==> src/rtl/aux_pkg.sv <==
package aux_pkg;
  localparam int ADDR_W = 20;
  localparam int HDR_BYTES = 4;

  typedef enum logic [3:0] {
    ST_IDLE, ST_CLEAR, ST_LOAD, ST_GO, ST_WAIT,
    ST_RCMD, ST_RDROP, ST_RDATA, ST_RESP
  } st_e;

  typedef enum logic [1:0] {
    RSP_ACK    = 2'b00,
    RSP_DEFER  = 2'b01,
    RSP_REJECT = 2'b10
  } rsp_e;
endpackage

==> src/rtl/aux_req_check.sv <==
module aux_req_check #(
  parameter int LEN_W      = 9,
  parameter int NATIVE_MAX = 16,
  parameter int I2C_MAX    = 128,
  parameter int FIFO_LIM   = 128,
  localparam int CNT_W     = LEN_W + 1
) (
  input  logic [LEN_W-1:0] len_i,
  input  logic             rd_i,
  input  logic             native_i,
  output logic             zero_o,
  output logic             reject_o,
  output logic [CNT_W-1:0] total_o
);
  import aux_pkg::*;

  always_comb begin
    total_o  = CNT_W'(HDR_BYTES) + (rd_i ? '0 : CNT_W'(len_i));
    zero_o   = (len_i == '0);
    reject_o = (native_i && (CNT_W'(len_i) > CNT_W'(NATIVE_MAX)))
            || (CNT_W'(len_i) > CNT_W'(I2C_MAX))
            || (total_o > CNT_W'(FIFO_LIM));
  end
endmodule

==> src/rtl/aux_byte_sel.sv <==
module aux_byte_sel #(
  parameter int LEN_W = 9,
  localparam int CNT_W = LEN_W + 1
) (
  input  logic [CNT_W-1:0]          cnt_i,
  input  logic [aux_pkg::ADDR_W-1:0] addr_i,
  input  logic                      rd_i,
  input  logic [LEN_W-1:0]          len_i,
  input  logic [7:0]                pay_i,
  output logic [7:0]                byte_o
);
  logic [LEN_W-1:0] len_m1;

  always_comb begin
    len_m1 = len_i - LEN_W'(1);
    case (cnt_i)
      CNT_W'(0): byte_o = {3'b000, rd_i, addr_i[19:16]};
      CNT_W'(1): byte_o = addr_i[15:8];
      CNT_W'(2): byte_o = addr_i[7:0];
      CNT_W'(3): byte_o = len_m1[7:0];
      default:   byte_o = pay_i;
    endcase
  end
endmodule

==> src/rtl/aux_cmd_packer.sv <==
module aux_cmd_packer #(
  parameter int LEN_W      = 9,
  parameter int NATIVE_MAX = 16,
  parameter int I2C_MAX    = 128,
  parameter int FIFO_LIM   = 128,
  parameter int IDX_W      = 8,
  localparam int CNT_W     = LEN_W + 1,
  localparam int PAY_W     = $clog2(FIFO_LIM)
) (
  input  logic                        clk_i,
  input  logic                        rst_ni,
  input  logic                        req_valid_i,
  input  logic [aux_pkg::ADDR_W-1:0]  req_addr_i,
  input  logic                        req_rd_i,
  input  logic                        req_native_i,
  input  logic                        req_nsa_i,
  input  logic                        req_nss_i,
  input  logic [LEN_W-1:0]            req_len_i,
  output logic                        busy_o,
  output logic [PAY_W-1:0]            pay_idx_o,
  input  logic [7:0]                  pay_data_i,
  output logic                        clear_o,
  output logic                        fifo_wr_o,
  output logic [7:0]                  fifo_wdata_o,
  output logic                        fifo_idx_reset_o,
  output logic                        fifo_rmode_o,
  output logic                        go_o,
  output logic                        ctrl_i2c_o,
  output logic                        ctrl_nsa_o,
  output logic                        ctrl_nss_o,
  input  logic                        done_i,
  input  logic                        done_ok_i,
  output logic                        fifo_rd_o,
  input  logic [7:0]                  fifo_rdata_i,
  input  logic [IDX_W-1:0]            fifo_ridx_i,
  output logic                        rx_valid_o,
  output logic [7:0]                  rx_data_o,
  output logic                        rx_idx_err_o,
  output logic                        resp_valid_o,
  output logic [1:0]                  resp_code_o
);
  import aux_pkg::*;

  st_e                  state_q;
  rsp_e                 rsp_q;
  logic [CNT_W-1:0]     cnt_q;
  logic [CNT_W-1:0]     total_q;
  logic [ADDR_W-1:0]    addr_q;
  logic                 rd_q, native_q, nsa_q, nss_q;
  logic [LEN_W-1:0]     len_q;

  logic                 chk_zero, chk_reject;
  logic [CNT_W-1:0]     chk_total;
  logic [7:0]           sel_byte;
  logic [CNT_W-1:0]     exp_idx;

  aux_req_check #(
    .LEN_W(LEN_W), .NATIVE_MAX(NATIVE_MAX), .I2C_MAX(I2C_MAX), .FIFO_LIM(FIFO_LIM)
  ) u_check (
    .len_i    (req_len_i),
    .rd_i     (req_rd_i),
    .native_i (req_native_i),
    .zero_o   (chk_zero),
    .reject_o (chk_reject),
    .total_o  (chk_total)
  );

  aux_byte_sel #(.LEN_W(LEN_W)) u_sel (
    .cnt_i  (cnt_q),
    .addr_i (addr_q),
    .rd_i   (rd_q),
    .len_i  (len_q),
    .pay_i  (pay_data_i),
    .byte_o (sel_byte)
  );

  assign exp_idx = cnt_q + CNT_W'(1);

  always_ff @(posedge clk_i or negedge rst_ni) begin
    if (!rst_ni) begin
      state_q  <= ST_IDLE;
      rsp_q    <= RSP_ACK;
      cnt_q    <= '0;
      total_q  <= '0;
      addr_q   <= '0;
      rd_q     <= 1'b0;
      native_q <= 1'b0;
      nsa_q    <= 1'b0;
      nss_q    <= 1'b0;
      len_q    <= '0;
    end else begin
      case (state_q)
        ST_IDLE: if (req_valid_i) begin
          addr_q   <= req_addr_i;
          rd_q     <= req_rd_i;
          native_q <= req_native_i;
          nsa_q    <= req_nsa_i;
          nss_q    <= req_nss_i;
          len_q    <= req_len_i;
          total_q  <= chk_total;
          cnt_q    <= '0;
          if (chk_zero) begin
            rsp_q   <= RSP_ACK;
            state_q <= ST_RESP;
          end else if (chk_reject) begin
            rsp_q   <= RSP_REJECT;
            state_q <= ST_RESP;
          end else begin
            state_q <= ST_CLEAR;
          end
        end
        ST_CLEAR: state_q <= ST_LOAD;
        ST_LOAD: begin
          if (cnt_q == total_q - CNT_W'(1)) state_q <= ST_GO;
          else cnt_q <= cnt_q + CNT_W'(1);
        end
        ST_GO: state_q <= ST_WAIT;
        ST_WAIT: if (done_i) begin
          if (!done_ok_i) begin
            rsp_q   <= RSP_DEFER;
            state_q <= ST_RESP;
          end else if (rd_q) begin
            state_q <= ST_RCMD;
          end else begin
            rsp_q   <= RSP_ACK;
            state_q <= ST_RESP;
          end
        end
        ST_RCMD: begin
          cnt_q   <= '0;
          state_q <= ST_RDROP;
        end
        ST_RDROP: state_q <= ST_RDATA;
        ST_RDATA: begin
          if (cnt_q == CNT_W'(len_q) - CNT_W'(1)) begin
            rsp_q   <= RSP_ACK;
            state_q <= ST_RESP;
          end else begin
            cnt_q <= cnt_q + CNT_W'(1);
          end
        end
        ST_RESP: state_q <= ST_IDLE;
        default: state_q <= ST_IDLE;
      endcase
    end
  end

  always_comb begin
    busy_o           = (state_q != ST_IDLE);
    clear_o          = (state_q == ST_CLEAR);
    fifo_wr_o        = (state_q == ST_LOAD) || (state_q == ST_RCMD);
    fifo_rmode_o     = (state_q == ST_RCMD);
    fifo_idx_reset_o = fifo_rmode_o || ((state_q == ST_LOAD) && (cnt_q == '0));
    fifo_wdata_o     = (state_q == ST_LOAD) ? sel_byte : 8'h00;
    pay_idx_o        = (state_q == ST_LOAD) ? PAY_W'(cnt_q - CNT_W'(HDR_BYTES)) : '0;
    go_o             = (state_q == ST_GO);
    ctrl_i2c_o       = go_o && !native_q;
    ctrl_nsa_o       = ctrl_i2c_o && nsa_q;
    ctrl_nss_o       = ctrl_i2c_o && nss_q;
    fifo_rd_o        = (state_q == ST_RDROP) || (state_q == ST_RDATA);
    rx_valid_o       = (state_q == ST_RDATA);
    rx_data_o        = rx_valid_o ? fifo_rdata_i : 8'h00;
    rx_idx_err_o     = rx_valid_o && (fifo_ridx_i != IDX_W'(exp_idx));
    resp_valid_o     = (state_q == ST_RESP);
    resp_code_o      = resp_valid_o ? rsp_q : 2'b00;
  end
endmodule

==> config.mk <==
export PLATFORM = sky130hd
export DESIGN_NAME = aux_cmd_packer
export DESIGN_NICKNAME = d
export VERILOG_FILES = /design/src/rtl/aux_pkg.sv /design/src/rtl/aux_req_check.sv /design/src/rtl/aux_byte_sel.sv /design/src/rtl/aux_cmd_packer.sv
export SDC_FILE = /design/constraint.sdc
export NUM_CORES = 1
export LEC_CHECK = 0
export BUFFER_PORTS_ARGS = -buffer_cell sky130_fd_sc_hd__buf_4
export CORE_MARGIN = 2
export CORE_UTILIZATION = 45
export DETAILED_ROUTE_END_ITERATION = 7
export GPL_TIMING_DRIVEN = 1
export PLACE_DENSITY_LB_ADDON = 0.12
export SETUP_SLACK_MARGIN = 0.15
export SYNTH_ARGS = -nofsm -noshare
export SYNTH_HDL_FRONTEND = slang
export SYNTH_SLANG_ARGS = --single-unit
==> constraint.sdc <==
create_clock -name clk_i -period 2.55 [get_ports clk_i]
set_input_delay 0.3825 -clock clk_i [delete_from_list [all_inputs] [get_ports clk_i]]
set_output_delay 0.3825 -clock clk_i [all_outputs]
set_load 0.005 [all_outputs]
==> results_dict.tcl, run 1 <==
set metrics [dict create \
    syn_area_sq_um 4250 \
    clockBufferDepth 2 \
    firstDrtPassIters 6 \
    startpoint "len_q[0]" \
    end_kind "flip-flop" \
    reg2reg_to "rsp_q[1]" \
    slowest_stage "or4_4" \
    diodes 0 \
    fp.dieArea_sq_um 10200 \
    antenna_found_initial 0 \
    reg2reg_from "len_q[0]" \
    coreArea_sq_um 9200 \
    synth_seq_cells 59 \
    wl_per_cell_um 16.8 \
    fmax_mhz 364 \
    rsz0062_at_grt "yes" \
    postSynthCellCount 477 \
    ir_drop_mv 0.248 \
    cts.sinks 59 \
    crit_buf_inv 1 \
    totalWireLength_um 12600 \
    track_usage_pct 25.2 \
    grt_max_degree 60 \
    ys_warn_count 0 \
    rrSetupSlack_ns -0.19 \
    cpPeakStageDelay_ns 0.47 \
    final_common_cell "buf_4" \
    yosysUniqueCellTypes 59 \
    initial_utilization_pct 46.2 \
    grt_pass1_wl_um 20400 \
    nets 708 \
    leakage_nw 2.93 \
    final_util_pct 67.4 \
    numCtsBuffers 9 \
    endpoint "rsp_q[1]" \
    gp_congestion 0.891 \
    violations "setup timing" \
    fin_worst_skew_ns 0.0101 \
    drc 0 \
    crit_family "simple AND/OR/NAND/NOR gates" \
    placed_cell_area_sq_um 5480 \
    required_ns 2.78 \
    vias_per_cell 5.60 \
    tightest_slew_ns 0.765 \
    ff2ff_path_depth 9 \
    detail-route-antenna-nets 0 \
    fillers 796 \
    status "finished, violations left" \
    seq_area_frac_synth_pct 34.8 \
    min_period_over_period_pct 108 \
    die_w_um 101 \
    port_buffers 99 \
    clk_latency_ns 0.35 \
    ys.flop_type "dfrtp_1" \
    synth.net_count 549 \
    avgSynthCellArea_sq_um 8.90 \
    worstPathArrival_ns 2.97 \
    clk_pin_slew_worst_paths_ns 0.07 \
    drive_gt1_share_pct 47.3 \
    via_count 4210 \
    fp-row-count 35 \
    area_growth_pct 46.1 \
    root_buffer "clkbuf_8" \
    critPathLaunchType "flip-flop" \
    dp_hpwl_um 8920 \
    cts_tree "built" \
    critical_path_class "reg2reg" \
    setup_viol 22 \
    dieHeight_um 101 \
    worst-path-stages 9 \
    ioPinCount 100 \
    async_flop_share_pct 100 \
    relSlewSlack_pct 49.0 \
    hold_violations 0 \
    setup_ws_ns -0.194 \
    maxCapViolCount 0 \
    first_global_vias 4198 \
    drt-initial-drc-count 183 \
    layout_common_cells "buf_4 (172), dfrtp_1 (53), mux2_2 (36)" \
    period_minus_slack_ns 2.74 \
    grt_overflow_total 0 \
    fin_area_sq_um 6200 \
    path_max_fanout 4 \
    powerDensity_nw_per_um2 322 \
    crit_chain "inv_2 -> ha_4 -> xor2_2 -> xnor2_1 -> or4_1 -> or4_4 -> o21a_4 -> nor3_4 -> mux2_4" \
    htree_levels 3 \
    synth_edf_count 0 \
    hold_path.class "in2async" \
    final_max_slew_viol_count 0 \
]
flip-flops by register name, summed over array words and instances (netlist names):
name,count
state_q,4
addr_q,20
rd_q,1
len_q,9
total_q,10
nss_q,1
rsp_q,2
nsa_q,1
cnt_q,10
native_q,1
how the worst min path moves through the flow:
stage,cells after the start,endpoint
after detailed placement,1,nss_q
after global routing,1,native_q
after CTS,1,nsa_q
final,1,native_q
after floorplan,0,addr_q[0]
after global placement,1,nss_q
logic make-up after synthesis:
group / count (synthesis) / synth area share, %
adders and majority gates: 10 / 2.95
and+or+nand+nor: 174 / 22.1
xor gates and xnor gates: 47 / 9.70
muxes: 38 / 10.1
AOI/OAI and AO/OA: 103 / 16.2
buffers and inverters: 46 / 4.21
DFF: 59 / 34.8
report_power, final:
group	internal [mW]	total, mW	switching (mW)
Sequential	0.935	0.935	0
Combinational	0.0980	0.169	0.0706
Clock	0.481	0.892	0.410
synthesized netlist by cell type, types with 6 or more instances:
master     n  area share (%)
inv_1      9            0.80
a22oi_1    6             1.1
mux2_2    36             9.5
xnor2_1   26             5.4
nand2_1   33             2.9
and2_1    17             2.5
clkbuf_1  31             2.7
or3_1      6            0.88
dfrtp_1   59              35
a21oi_1   23             2.7
nand3_1   15             1.8
nor2_1    35             3.1
ha_1      10             2.9
o31ai_1   11             1.9
o21ai_0   26             3.1
nor3_1    19             2.2
xor2_1    21             4.3
nand2b_1   6            0.88
worst register-to-register path, delay by kind of cell (launching register included):
kind	cells	cell delay [ns]
simple gates	3	1.11
flops	1	0.43
mux	1	0.32
xor+xnor	2	0.26
compound gates	1	0.24
fa+ha+maj	1	0.16
buf+inv	1	0.10
per-stage QoR:
step	setup TNS, ns	hold slack (ns)	instances	total power [mW]	worst slack, ns
floorplan	-0.268	0.0869	477	0.993	-0.0967
global placement	-1.04	0.484	710	1.12	-0.142
detailed placement	-1.65	0.492	710	1.12	-0.175
CTS	-1.94	0.129	739	2.01	-0.226
global route	-4.07	0.162	752	2.07	-0.273
finish	-2.11	0.105	752	2.00	-0.194
timing repair:
| item | 4_1_cts | 5_1_grt |
|---|---|---|
| setup endpoints to repair | 23 | 29 |
| setup buffers | 13 | 13 |
| endpoints found under the hold margin | 0 | 0 |
| hold buffers | 0 | 0 |
| resized for setup | 44 | 41 |
| pin swaps | 22 | 26 |
per-layer routing:
metal	global-route usage, %	routed length, um
met4	7.17	170
met2	42.0	6370
met5	0	0
met3	2.62	433
met1	35.0	5670
area by class of cell:
class | count | area, sq um | share of cell area [%]
Clock buffer | 11 | 141 | 2.28
Inverter | 10 | 43.8 | 0.706
Multi-Input combinational cell | 372 | 2910 | 46.9
Timing Repair Buffer | 184 | 1430 | 23.0
Clock inverter | 5 | 61.3 | 0.989
Tap cell | 111 | 139 | 2.24
Sequential cell | 59 | 1480 | 23.9
(Power assumes the default switching activity.)
==> run 2: changes to the inputs <==
- TNS_END_PERCENT: not set -> 10
==> run 2 against run 1 <==
Effect of this change:
- the run still ends with setup timing left
- total power is 4.3% higher
- final area shrank 4.1%
- via count shrank 2.0%
- wire length decreased by 2.1%
- sequential power about the same
- die area stayed put
- register-to-register slack better by 0.05 ns
- global-route usage fell by 0.22 points
- worst setup slack better by 0.030 ns
==> results_dict.tcl, run 2 (synthesis gave the netlist of run 1 again) <==
set metrics [dict create \
    largest_reg_flops 20 \
    dp_cells 719 \
    period_minus_slack_ns 2.71 \
    maxCapViolCount 0 \
    slowest_stage "dfrtp_1" \
    fp.dieArea_sq_um 10200 \
    cpMostUsedCell "buf_4" \
    diodes 0 \
    hold_path.class "in2async" \
    crit_chain "buf_6 -> inv_4 -> ha_4 -> nand3b_1 -> nor4_2 -> buf_4 -> o41ai_2 -> buf_4 -> buf_4 -> a22oi_1 -> a31oi_1 -> buf_4" \
    setup_viol 17 \
    drt-initial-drc-count 202 \
    vias_per_cell 5.58 \
    htree_levels 3 \
    numCtsBuffers 9 \
    fmax_mhz 368 \
    coreArea_sq_um 9200 \
    wl_per_cell_um 16.8 \
    die_w_um 101 \
    layout_common_cells "buf_4 (167), dfrtp_1 (55), mux2_2 (36)" \
    grt_overflow_total 0 \
    fp-row-count 35 \
    final_common_cell "buf_4" \
    first_global_vias 4086 \
    relSlewSlack_pct 49.4 \
    via_count 4126 \
    required_ns 2.17 \
    setup_ws_ns -0.165 \
    status "finished, violations left" \
    worstPathArrival_ns 2.33 \
    detail-route-antenna-nets 0 \
    drc 0 \
    reg_top3 "addr_q: 20 flops, cnt_q: 10 flops, total_q: 10 flops" \
    grt_max_degree 60 \
    critPathLaunchType "flip-flop" \
    dieHeight_um 101 \
    end_kind "output port" \
    clk_pin_slew_worst_paths_ns 0.07 \
    root_buffer "clkbuf_8" \
    ctsHoldBuffers 0 \
    critical_path_class "reg2out" \
    antenna_found_initial 0 \
    hold_violations 0 \
    min_period_over_period_pct 106 \
    cpPeakStageDelay_ns 0.40 \
    track_usage_pct 25.0 \
    violations "setup timing" \
    final_cells 739 \
    ir_drop_mv 0.305 \
    path_max_fanout 7 \
    rsz0062_at_grt "yes" \
    fillers 785 \
    drive_gt1_share_pct 42.2 \
    clockBufferDepth 2 \
    cts.sinks 59 \
    nets 696 \
    tightest_slew_ns 0.759 \
    area_growth_pct 40.1 \
    powerDensity_nw_per_um2 350 \
    grt_pass1_wl_um 20100 \
    dp_hpwl_um 9360 \
    cts_tree "built" \
    placed_cell_area_sq_um 5540 \
    clk_latency_ns 0.33 \
    top_register "addr_q" \
    port_buffers 99 \
    final_max_slew_viol_count 0 \
    firstDrtPassIters 5 \
    leakage_nw 2.83 \
    gp_congestion 0.883 \
    ioPinCount 100 \
    fin_worst_skew_ns 0.00886 \
    totalWireLength_um 12400 \
    initial_utilization_pct 46.2 \
    fin_area_sq_um 5950 \
]
run 2: cell count changes in the layout (fill, tap and decap cells not counted), sizes merged:
| cell | change |
|---|---|
| clkinv | +3 |
| clkinvlp | -4 |
| buf | -12 |
| inv | -1 |
| bufinv | +1 |
run 2: repair_timing:
item	in CTS	in global routing
buffers inserted	3	2
pin swaps	9	12
resized for setup	22	19
cloned	0	0
setup endpoints to repair	24	26
run 2: worst paths after layout:
check	from	to	slack (ns)	depth (start not counted)
min	rst_ni	rd_q	0.10	1
max reg2reg	len_q[1]	rsp_q[1]	-0.14	9
min in group clk_i	req_addr_i[2]	addr_q[2]	0.27	2
max in group asynchronous	rst_ni	cnt_q[1]	1.89	1
max	cnt_q[3]	fifo_wdata_o[2]	-0.16	12
min reg2reg	nss_q	nss_q	0.50	1
run 2: area by class of cell:
cell class | instances | area, sq um | area share [%]
clock buffers | 11 | 151 | 2.54
repair buffers | 172 | 1320 | 22.2
flip-flops and latches | 59 | 1480 | 24.9
multi-input cells | 372 | 2740 | 46.1
clock inverters | 4 | 73.8 | 1.24
well taps | 111 | 139 | 2.33
inverters | 10 | 41.3 | 0.694
run 2: metal layers:
layer	up-vias	part of all wire [%]	track usage, %
li1	2012	-	-
met1	1973	45	34.3
met2	120	48	40.4
met3	21	5.3	4.42
met4	0	1.6	7.90
met5	-	0	0
run 2: critical path, delay by kind of cell (launching register included):
kind / cells / cell delay, ns
AO/OA/AOI/OAI: 3 / 0.34
adder cells (fa/ha/maj): 1 / 0.12
buffers and inverters: 6 / 0.84
flip-flops: 1 / 0.40
AND/OR/NAND/NOR: 2 / 0.30
run 2: stage by stage:
step                power (mW)  hold WS, ns  setup WS [ns]  setup TNS (ns)  util, %
floorplan                0.993       0.0869        -0.0967          -0.294        -
global placement          1.12        0.483         -0.156          -0.740     60.3
detailed placement        1.12        0.493         -0.196           -1.25     60.3
CTS                       2.10        0.136         -0.261           -2.42     63.9
global route              2.16        0.158         -0.307           -4.02     64.7
finish                    2.08        0.103         -0.165           -1.42     64.7
run 2: where the power goes:
| group | switching [mW] | internal [mW] | leakage, nW |
|---|---|---|---|
| combinational | 0.0710 | 0.0980 | 1.92 |
| sequential | 0 | 0.936 | 0.793 |
| clock | 0.379 | 0.598 | 0.115 |
==> run 3: changes to the inputs <==
- ABC_AREA: not set -> 1
- CORE_ASPECT_RATIO: not set -> 1.1
==> run 3 against run 2 <==
Effect of this change:
- the flow now finishes without violations
- non-clock buffer count shrank 35
- count of clock-buffer cells in the layout grew 2
- wire length grew 11%
- total power grew to 2.7 times the previous value
- critical path depth shrank 2
- clock skew shrank 0.0011 ns
- register-to-register slack gained 0.49 ns
- flip-flop and latch count is the same
- critical endpoint is now fifo_wdata_o[6]
==> results_dict.tcl, run 3 <==
set metrics [dict create \
    cpPeakStageDelay_ns 0.41 \
    coreArea_sq_um 9350 \
    synth_top_cell_by_area "dfrtp_1" \
    vias_per_cell 5.29 \
    setup_viol 0 \
    yosysUniqueCellTypes 36 \
    min_period_over_period_pct 97.3 \
    die_w_um 97.5 \
    top_register "addr_q" \
    power.total_mw 5.71 \
    seq_area_frac_synth_pct 34.1 \
    ctsHoldBuffers 0 \
    status "finished, final reports clean" \
    gp_congestion 0.914 \
    ioPinCount 100 \
    first_global_vias 4590 \
    netlist.area_leader.share_pct 34.1 \
    slowest_stage "dfrtp_1" \
    crit_chain "buf_6 -> ha_4 -> nand2_1 -> nor2_1 -> nand2_2 -> nand4_1 -> buf_6 -> buf_4 -> a41oi_2 -> buf_4" \
    numCtsBuffers 9 \
    synth.net_count 736 \
    largest_reg_flops 20 \
    syn_area_sq_um 4330 \
    via_count 4827 \
    fp-row-count 37 \
    fin_worst_skew_ns 0.00780 \
    initial_utilization_pct 46.3 \
    avgSynthCellArea_sq_um 6.51 \
    antenna_found_initial 0 \
    dp_hpwl_um 10200 \
    root_buffer "clkbuf_8" \
    firstDrtPassIters 5 \
    leakage_nw 3.05 \
    fmax_mhz 403 \
    setup_ws_ns 0.0691 \
    end_kind "output port" \
    async_flop_share_pct 100 \
    seqCellArea_sq_um 1480 \
    grt_max_degree 60 \
    fp.dieArea_sq_um 10400 \
    drive_gt1_share_pct 27.3 \
    reg_top3 "addr_q: 20 flops, cnt_q: 10 flops, total_q: 10 flops" \
    final_common_cell "nand2_1" \
    whs_ns 0.0909 \
    ys_warn_count 0 \
    totalWireLength_um 13800 \
    rsz0062_at_grt "yes" \
    placed_cell_area_sq_um 5260 \
    grt_overflow_total 0 \
    port_buffers 99 \
    fin_setup_tns_ns 0 \
    synth.most_common_cell "nand2_1" \
    postSynthCellCount 664 \
    worstPathArrival_ns 2.10 \
    detail-route-antenna-nets 0 \
    ir_drop_mv 0.481 \
    track_usage_pct 27.2 \
    synth_edf_count 0 \
    layout_common_cells "nand2_1 (225), buf_4 (132), inv_1 (69)" \
    cts.sinks 59 \
    maxCapViolCount 0 \
    nets 863 \
    period_minus_slack_ns 2.48 \
    fillers 878 \
    synth_seq_cells 59 \
    powerDensity_nw_per_um2 983 \
    clk_pin_slew_worst_paths_ns 0.07 \
    hold_violations 0 \
    clk_latency_ns 0.36 \
    dp_slack_ns 0.116 \
    yosys-top-cells-area "dfrtp_1 (34%), nand2_1 (20%), inv_1 (6.7%)" \
    clockBufferDepth 2 \
    diodes 0 \
    dieHeight_um 107 \
    area_growth_pct 34.5 \
    drc 0 \
    synth_common_cells "nand2_1 (229), inv_1 (77), nor2_1 (67)" \
    critical_path_class "reg2out" \
    critPathLaunchType "flip-flop" \
    path_max_fanout 8 \
    ys.flop_type "dfrtp_1" \
    multi_input_area_sq_um 2580 \
    htree_levels 3 \
    wl_per_cell_um 15.1 \
    final_max_slew_viol_count 0 \
    cts_tree "built" \
    grt_pass1_wl_um 22400 \
    fin_area_sq_um 5820 \
    drt-initial-drc-count 304 \
    required_ns 2.17 \
    tightest_slew_ns 0.767 \
    hold_path.class "in2async" \
    relSlewSlack_pct 48.9 \
]
## run 3: area by class of cell
class,count,share of cell area (%)
Timing Repair Buffer,137,18.0
Multi-Input combinational cell,502,44.4
Sequential cell,59,25.5
Clock inverter,3,1.16
Clock buffer,13,3.08
Inverter,82,5.34
Tap cell,117,2.52
## run 3: kinds of logic (layout without fill, tap and decap cells)
logic type / after synthesis / in the layout / synth area share [%]
AND/OR/NAND/NOR: 398 / 398 / 39.8
buffers and inverters: 103 / 235 / 9.43
AO/OA/AOI/OAI: 76 / 76 / 10.1
flip-flops: 59 / 59 / 34.1
XOR/XNOR: 18 / 18 / 3.64
adder cells (fa/ha/maj): 10 / 10 / 2.89
## run 3: through the flow
step	std cells	utilization, %
final	913	62.2
after global routing	913	62.2
after CTS	912	61.6
after detailed placement	878	56.3
after global placement	878	56.3
after floorplan	664	-
## run 3: worst max-delay path, delay by kind of cell, from the launching register on
| family | cells | cell delay (ns) |
|---|---|---|
| buffers and inverters | 4 | 0.60 |
| DFF | 1 | 0.41 |
| and+or+nand+nor | 4 | 0.40 |
| adders and majority gates | 1 | 0.18 |
| AOI/OAI and AO/OA | 1 | 0.12 |
## run 3: path summary, 6_finish.rpt
| path | start | endpoint | slack, ns | depth (start not counted) |
|---|---|---|---|---|
| max in group asynchronous | rst_ni | cnt_q[3] | 1.90 | 1 |
| worst max-delay path | cnt_q[0] | fifo_wdata_o[6] | 0.07 | 10 |
| worst max register to register | len_q[0] | cnt_q[4] | 0.35 | 14 |
| min in group clk_i | req_addr_i[3] | addr_q[3] | 0.22 | 3 |
| worst min-delay path | rst_ni | total_q[5] | 0.09 | 1 |
| worst min register to register | nsa_q | nsa_q | 0.47 | 2 |
## run 3: power breakdown
part           internal, mW  switching [mW]
Combinational          1.21            1.85
Sequential             1.29           0.325
Clock                 0.657           0.392
## run 3: timing repair
action | CTS | global route
gates cloned | 1 | 0
gates resized for setup | 38 | 15
pin swaps | 12 | 4
buffers inserted | 17 | 1
endpoints found under the setup margin | 9 | 19
## run 3: routing by layer
metal / wire length [um] / global-route usage (%) / share of wire (%) / vias to the layer above
li1: - / - / - / 2388
met3: 954 / 3.85 / 6.9 / 21
met2: 6640 / 45.7 / 48 / 194
met5: 0 / 0 / 0 / -
met1: 5810 / 34.6 / 42 / 2224
met4: 386 / 12.8 / 2.8 / 0
